### config.mk
export PLATFORM = sky130hd
export DESIGN_NAME = rtc_alarm_irq
export DESIGN_NICKNAME = d
export VERILOG_FILES = /design/src/rtl/rtc_alarm_pkg.sv /design/src/rtl/rtc_alarm_regs.sv /design/src/rtl/rtc_alarm_match.sv /design/src/rtl/rtc_sec_irq.sv /design/src/rtl/rtc_alarm_irq.sv
export SDC_FILE = /design/constraint.sdc
export NUM_CORES = 1
export LEC_CHECK = 0
export BUFFER_PORTS_ARGS = -buffer_cell sky130_fd_sc_hd__buf_2
export CAP_MARGIN = 20
export CORE_ASPECT_RATIO = 1.1
export CORE_MARGIN = 4
export CORE_UTILIZATION = 25
export CTS_CLUSTER_SIZE = 24
export DETAILED_ROUTE_END_ITERATION = 8
export PLACE_DENSITY = 0.43
export SKIP_CTS_REPAIR_TIMING = 1
export SKIP_LAST_GASP = 1
export SLEW_MARGIN = 20
export SYNTH_ARGS = -nofsm -noshare
export SYNTH_HDL_FRONTEND = slang
export SYNTH_SLANG_ARGS = --single-unit
### constraint.sdc
create_clock -name clk -period 1.3 [get_ports clk]
set_input_delay 0.26 -clock clk [delete_from_list [all_inputs] [get_ports clk]]
set_output_delay 0.26 -clock clk [all_outputs]
set_load 0.05 [all_outputs]
### src/rtl/rtc_alarm_pkg.sv
// Package: register addresses and control bit positions shared by the
// alarm block. Assumes an address space of four registers.
package rtc_alarm_pkg;
    localparam int ADDR_W         = 2;
    localparam logic [ADDR_W-1:0] A_CTRL = 2'd0;
    localparam logic [ADDR_W-1:0] A_AMIN = 2'd1;
    localparam logic [ADDR_W-1:0] A_AHR  = 2'd2;
    localparam logic [ADDR_W-1:0] A_MASK = 2'd3;
    localparam int CTRL_ALM_BIT   = 4;
    localparam int CTRL_SEC_BIT   = 3;
endpackage

### src/rtl/rtc_alarm_regs.sv
// Register file for the alarm settings and the two enable bits.
// Assumes DW > CTRL_ALM_BIT and DW >= DAYS. Reads are combinational.
module rtc_alarm_regs
    import rtc_alarm_pkg::*;
#(
    parameter int DW   = 8,
    parameter int DAYS = 7
) (
    input  logic              clk,
    input  logic              rst_n,
    input  logic              we,
    input  logic [ADDR_W-1:0] addr,
    input  logic [DW-1:0]     wdata,
    output logic [DW-1:0]     rdata,
    output logic [DW-1:0]     alm_min,
    output logic [DW-1:0]     alm_hour,
    output logic [DAYS-1:0]   alm_mask,
    output logic              alm_en,
    output logic              sec_en
);
    localparam int PAD = DW - DAYS;

    // Update the addressed register on a write strobe.
    always_ff @(posedge clk) begin
        if (!rst_n) begin
            alm_min  <= '0;
            alm_hour <= '0;
            alm_mask <= '0;
            alm_en   <= 1'b0;
            sec_en   <= 1'b0;
        end else if (we) begin
            case (addr)
                A_CTRL: begin
                    alm_en <= wdata[CTRL_ALM_BIT];
                    sec_en <= wdata[CTRL_SEC_BIT];
                end
                A_AMIN: alm_min  <= wdata;
                A_AHR:  alm_hour <= wdata;
                default: alm_mask <= wdata[DAYS-1:0];
            endcase
        end
    end

    // Select read data; unimplemented bits return zero.
    always_comb begin
        rdata = '0;
        case (addr)
            A_CTRL: begin
                rdata[CTRL_ALM_BIT] = alm_en;
                rdata[CTRL_SEC_BIT] = sec_en;
            end
            A_AMIN: rdata = alm_min;
            A_AHR:  rdata = alm_hour;
            default: begin
                if (PAD > 0) rdata = {{PAD{1'b0}}, alm_mask};
                else         rdata[DAYS-1:0] = alm_mask;
            end
        endcase
    end
endmodule

### src/rtl/rtc_alarm_match.sv
// Compares current time against the alarm and raises a sticky interrupt
// when the match starts. Assumes time inputs change synchronously to clk.
// The interrupt is held until the enable bit is cleared.
module rtc_alarm_match #(
    parameter int DW   = 8,
    parameter int DAYS = 7,
    parameter int WDW  = 3
) (
    input  logic            clk,
    input  logic            rst_n,
    input  logic [DW-1:0]   cur_min,
    input  logic [DW-1:0]   cur_hour,
    input  logic [WDW-1:0]  cur_wday,
    input  logic [DW-1:0]   alm_min,
    input  logic [DW-1:0]   alm_hour,
    input  logic [DAYS-1:0] alm_mask,
    input  logic            alm_en,
    output logic            irq
);
    localparam logic [WDW:0] DAYS_V = DAYS[WDW:0];

    logic day_ok;
    logic hit;
    logic hit_q;

    // Weekday selection through the mask; out-of-range days never select.
    always_comb begin
        day_ok = 1'b0;
        if ({1'b0, cur_wday} < DAYS_V) day_ok = alm_mask[cur_wday];
    end

    // Full match of minute, hour and day.
    always_comb hit = day_ok && (cur_min == alm_min) && (cur_hour == alm_hour);

    // Remember the previous match state for edge detection.
    always_ff @(posedge clk) begin
        if (!rst_n) hit_q <= 1'b0;
        else        hit_q <= hit;
    end

    // Set on a new match while enabled; clear when the enable drops.
    always_ff @(posedge clk) begin
        if (!rst_n)               irq <= 1'b0;
        else if (!alm_en)         irq <= 1'b0;
        else if (hit && !hit_q)   irq <= 1'b1;
    end
endmodule

### src/rtl/rtc_sec_irq.sv
// Turns each seconds tick into a one-cycle interrupt pulse when enabled.
// Assumes sec_tick is a single-cycle pulse.
module rtc_sec_irq (
    input  logic clk,
    input  logic rst_n,
    input  logic sec_tick,
    input  logic sec_en,
    output logic irq
);
    // Register the gated tick.
    always_ff @(posedge clk) begin
        if (!rst_n) irq <= 1'b0;
        else        irq <= sec_tick & sec_en;
    end
endmodule

### src/rtl/rtc_alarm_irq.sv
// Top: weekly minute-resolution alarm plus per-second interrupt.
// Assumes the time inputs come from a counter core in the clk domain,
// with cur_wday in 0..DAYS-1.
module rtc_alarm_irq
    import rtc_alarm_pkg::*;
#(
    parameter int DW   = 8,
    parameter int DAYS = 7
) (
    input  logic                     clk,
    input  logic                     rst_n,
    input  logic                     reg_we,
    input  logic [ADDR_W-1:0]        reg_addr,
    input  logic [DW-1:0]            reg_wdata,
    output logic [DW-1:0]            reg_rdata,
    input  logic [DW-1:0]            cur_min,
    input  logic [DW-1:0]            cur_hour,
    input  logic [$clog2(DAYS)-1:0]  cur_wday,
    input  logic                     sec_tick,
    output logic                     alarm_irq,
    output logic                     sec_irq
);
    localparam int WDW = $clog2(DAYS);

    logic [DW-1:0]   alm_min;
    logic [DW-1:0]   alm_hour;
    logic [DAYS-1:0] alm_mask;
    logic            alm_en;
    logic            sec_en;

    rtc_alarm_regs #(.DW(DW), .DAYS(DAYS)) u_regs (
        .clk(clk), .rst_n(rst_n), .we(reg_we), .addr(reg_addr),
        .wdata(reg_wdata), .rdata(reg_rdata), .alm_min(alm_min),
        .alm_hour(alm_hour), .alm_mask(alm_mask), .alm_en(alm_en),
        .sec_en(sec_en)
    );

    rtc_alarm_match #(.DW(DW), .DAYS(DAYS), .WDW(WDW)) u_match (
        .clk(clk), .rst_n(rst_n), .cur_min(cur_min), .cur_hour(cur_hour),
        .cur_wday(cur_wday), .alm_min(alm_min), .alm_hour(alm_hour),
        .alm_mask(alm_mask), .alm_en(alm_en), .irq(alarm_irq)
    );

    rtc_sec_irq u_sec (
        .clk(clk), .rst_n(rst_n), .sec_tick(sec_tick), .sec_en(sec_en),
        .irq(sec_irq)
    );
endmodule

# Word level (Yosys, flattened, before mapping)
# Cells that the tools add are included.
# op_classes
order_cmp,2
n_eq_ne,4
mux,6
n_bitwise,2
n_reduce_logical,11
# ops
operator,n
one-hot mux 3 bit (3 select lines),2
== test 8 bit,2
AND reduction 2 bit,5
one-hot mux 2 bit (3 select lines),1
less-than comparator 3 x 4 -> 1 bit (second input constant),1
binary-select mux 1 bit (select 3 bit),1
logical AND 1 bit,3
less-than comparator 3 bit (second input constant),1
OR reduction 3 bit,1
== test 2 x 1 -> 1 bit (second input constant),1
== test 2 bit (second input constant),1
zero test 2 bit,1
2-to-1 mux 1 bit,2
AND 1 bit,1
zero test 1 bit,1
NOT 1 bit,1
# totals
regBits,28
in_bits,33
output_inout_bits,10
wordCells,33

# Longest topological paths before layout
# depth
depth_word,6
depth_mapped,5
ltp_nobuf,4

# By module
# Synthesis repeated with hierarchy kept, for this count alone.
# hier_totals
cells_unflattened,147
hier_area_um2,1485.2
# by_module_without_submodules
module,instances,cells_each,area_each_um2,seq_area_each_um2
rtc_alarm_regs,1,110,1154.9,500.5
rtc_alarm_match,1,35,304.0,40.0
rtc_sec_irq,1,2,26.3,20.0

# Least setup slack after synthesis
# No wires, ideal clock.
# synth_timing
kind,input-to-output
from,input reg_addr[1]
to,output reg_rdata[0]
t_arrival_ps,1321
t_required_ps,1040
slack_ps,-281
stages,4
n_path_buf,2
cell_sequence,buf_4 > and2b_1 > buf_2 > a22o_1
# synth_via
elab_chain_len,2
# synth_rtl
item,line_no,text
from (decl),rtc_alarm_irq.sv:13,"input logic [ADDR_W-1:0] reg_addr,"
"== test 2 bit, or another cell as far along",rtc_alarm_regs.sv:47,case (addr)
one-hot mux 3 bit (3 select lines) (*),rtc_alarm_regs.sv:47,
to (decl),rtc_alarm_irq.sv:15,"output logic [DW-1:0] reg_rdata,"
# Mark *: on every way between the ends. The rest lies on a longest branch, timed or not.

# Final worst setup path
# layout_timing
from,register u_regs.alm_hour[1]
to,output reg_rdata[1]
# layout_via
elab_chain_len,1
# layout_rtl
item,line_no,text
from (decl),rtc_alarm_regs.sv:16,"output logic [DW-1:0] alm_hour,"
from (signal assigned),rtc_alarm_regs.sv:38,A_AHR: alm_hour <= wdata;
one-hot mux 3 bit (3 select lines),rtc_alarm_regs.sv:47,
# Every way passes these cells.

==> flow_summary.toml <==
[min_path]
hold_class = "in2reg"

[pwr]
vdd_drop_max_v = 0.000366
power_mw = 1.83
p_per_area_mw_per_mm2 = 789
leakage_nw = 1.05

[layout]
area_delta_synth_final_pct = 54.6
antenna_cells = 0
drive_gt1_share_pct = 52.0
final_util_pct = 39.9
final_nets = 256

[flow_run]
cap_viol_max_count = 0

[worst_setup_path]
worst_setup_path_end_kind = "primary output"
ff2ff_setup_slack_ps = -130
critPathBufInv = 2
required_ps = 1040
critical-path-top-delay-family = "flip-flops"
path_max_fanout = 2
start_kind = "register"
critPathKind = "reg2out"
arrival_ps = 1390
cp_slowest_cell = "dfxtp_2"
path_cells = "buf_6 -> mux2_4 -> a22o_4 -> buf_8"
max_stage_delay_ps = 350

[placement]
dp.final_hpwl_um = 3630
port_buffers = 42
place.gp.congestion = 0.784
place_ws_ps = -302

[cts]
cts_num_sinks = 28
cts_tree = "yes"
numCtsBuffers = 3
cts_root_buffer = "clkbuf_8"
path_clk_slew_ps = 110
clockBufferDepth = 2
clock_latency_ps = 280
htreeDepth = 1

[global_route]
grt_first_pass_wirelength_um = 7180
gr-total-overflow = 0
grt_pass1_vias = 1487
grt_max_degree = 17
gr-usage-all-layers_pct = 12.9
antenna_found_initial = 0

[timing]
fin_crit_sh_pct = 127
rsz0062_at_grt = "yes"
finalHoldViolCount = 0
worst_slew_pin_slew_ps = 295
max_freq_ghz = 0.608
finalMaxSlewViolations = 0
fin_ws_ps = -346
fin_crit_ps = 1650
clock_skew_ps = 12.1
final-setup-viol-count = 10
slew_headroom_pct = 79.8

[synthesis]
synthTopCellsByArea = "dfxtp_1 (37%), xor2_1 (9.4%), a21boi_1 (8.0%)"
synth_cell_types = 23
postSynth.asyncResetShare_pct = 0
yosys-top-cells-count = "dfxtp_1 (28), nand2_1 (20), nand3_1 (17)"
synth_fp_nets = 186
ys_seq_area_share_pct = 37.4
yosys_warnings = 0
synth_top_area_cell = "dfxtp_1"
syn_area_mm2 = 0.00150
ys_ff_latch = 28
synthCells = 153
synth.most_common_cell = "dfxtp_1"
syn_area_per_cell_um2 = 9.79
synth_ff_type = "dfxtp_1"
synth_edf_count = 0
yosys.area.top_type_share_pct = 37.4

[routing]
drc = 0
ant_nets = 0
via_count = 1372
dr.pass1.iters = 4
drt_wl_total_um = 4690
wl_per_cell_um = 15.7
viasPerCell = 4.60
dr.first_iter.drc_count = 41

[die]
die-area_mm2 = 0.00729
die_y_um = 89.2
initial_utilization_pct = 25.8
design.portCount = 43
die_w_um = 81.8
core.rowCount = 29
core-area_mm2 = 0.00581

[outcome]
status = "complete, but fails checks"
violations = "negative setup slack"
cell type report:
class	count	area (µm²)
timing repair buffer	74	619
tap	77	96.3
clock buffer	3	41.3
fill	594	3490
multi-input combinational	116	977
sequential	28	581
kinds of logic (layout without fill, tap and decap cells):
| logic type | after synthesis | count (layout) | synth area share (%) |
|---|---|---|---|
| AO/OA/AOI/OAI | 24 | 24 | 13.0 |
| XOR/XNOR | 16 | 16 | 9.36 |
| buffers and inverters | 9 | 77 | 3.01 |
| flip-flops | 28 | 28 | 37.4 |
| multiplexers | 19 | 19 | 15.6 |
| AND/OR/NAND/NOR | 57 | 57 | 21.6 |
registers in the layout, indices dropped and copies added (netlist names):
name / cells
u_regs.alm_hour: 8
u_match.hit_q: 1
u_regs.sec_en: 1
u_sec.irq: 1
u_regs.alm_mask: 7
u_regs.alm_min: 8
u_regs.alm_en: 1
u_match.irq: 1
path summary, 6_finish.rpt:
check	to	cells past startpoint	start
worst max-delay path	reg_rdata[1]	4	u_regs.alm_hour[1]
worst min register to register	u_match.irq	1	u_match.hit_q
worst max register to register	u_match.irq	4	u_regs.alm_min[2]
worst min-delay path	u_regs.alm_hour[7]	3	reg_wdata[7]
layer usage:
| metal | GRT usage (%) | wire, µm |
|---|---|---|
| met1 | 16.9 | 2150 |
| met2 | 22.0 | 2360 |
| met3 | 1.51 | 143 |
| met4 | 3.78 | 38 |
| met5 | 0 | 0 |
layout by cell type (no fill, tap or decap), types with 2 or more instances in the layout:
master	n
mux2i_1	11
nand2_1	20
a21boi_1	16
nor3b_2	2
mux4_2	3
mux2_4	5
clkbuf_16	2
buf_8	6
nor2b_1	10
dfxtp_1	14
xor2_1	15
buf_6	7
buf_12	3
nor4_2	4
dfxtp_2	13
buf_2	32
a22o_4	6
clkbuf_8	3
nand3_1	17
buf_4	24
report_power, final:
part	switching, mW	internal [mW]
logic	0.201	0.224
registers	0.0215	0.885
clock network	0.285	0.209
tightest hold or removal path: stages:
cell and delay (ps):
buf_2 110, nand3_1 60, a21boi_1 50
per-stage QoR:
stage / hold slack, ps / TNS, ps / cells / cell area (µm²)
after detailed placement: 443 / -5230 / 292 / 2060
after CTS: 231 / -3140 / 295 / 2100
after global placement: 422 / -4530 / 292 / 2060
final: 220 / -2240 / 298 / 2310
after global routing: 228 / -2610 / 298 / 2310
after floorplan: 406 / -160 / 153 / 1580
Power figures use the tool's default switching activity.
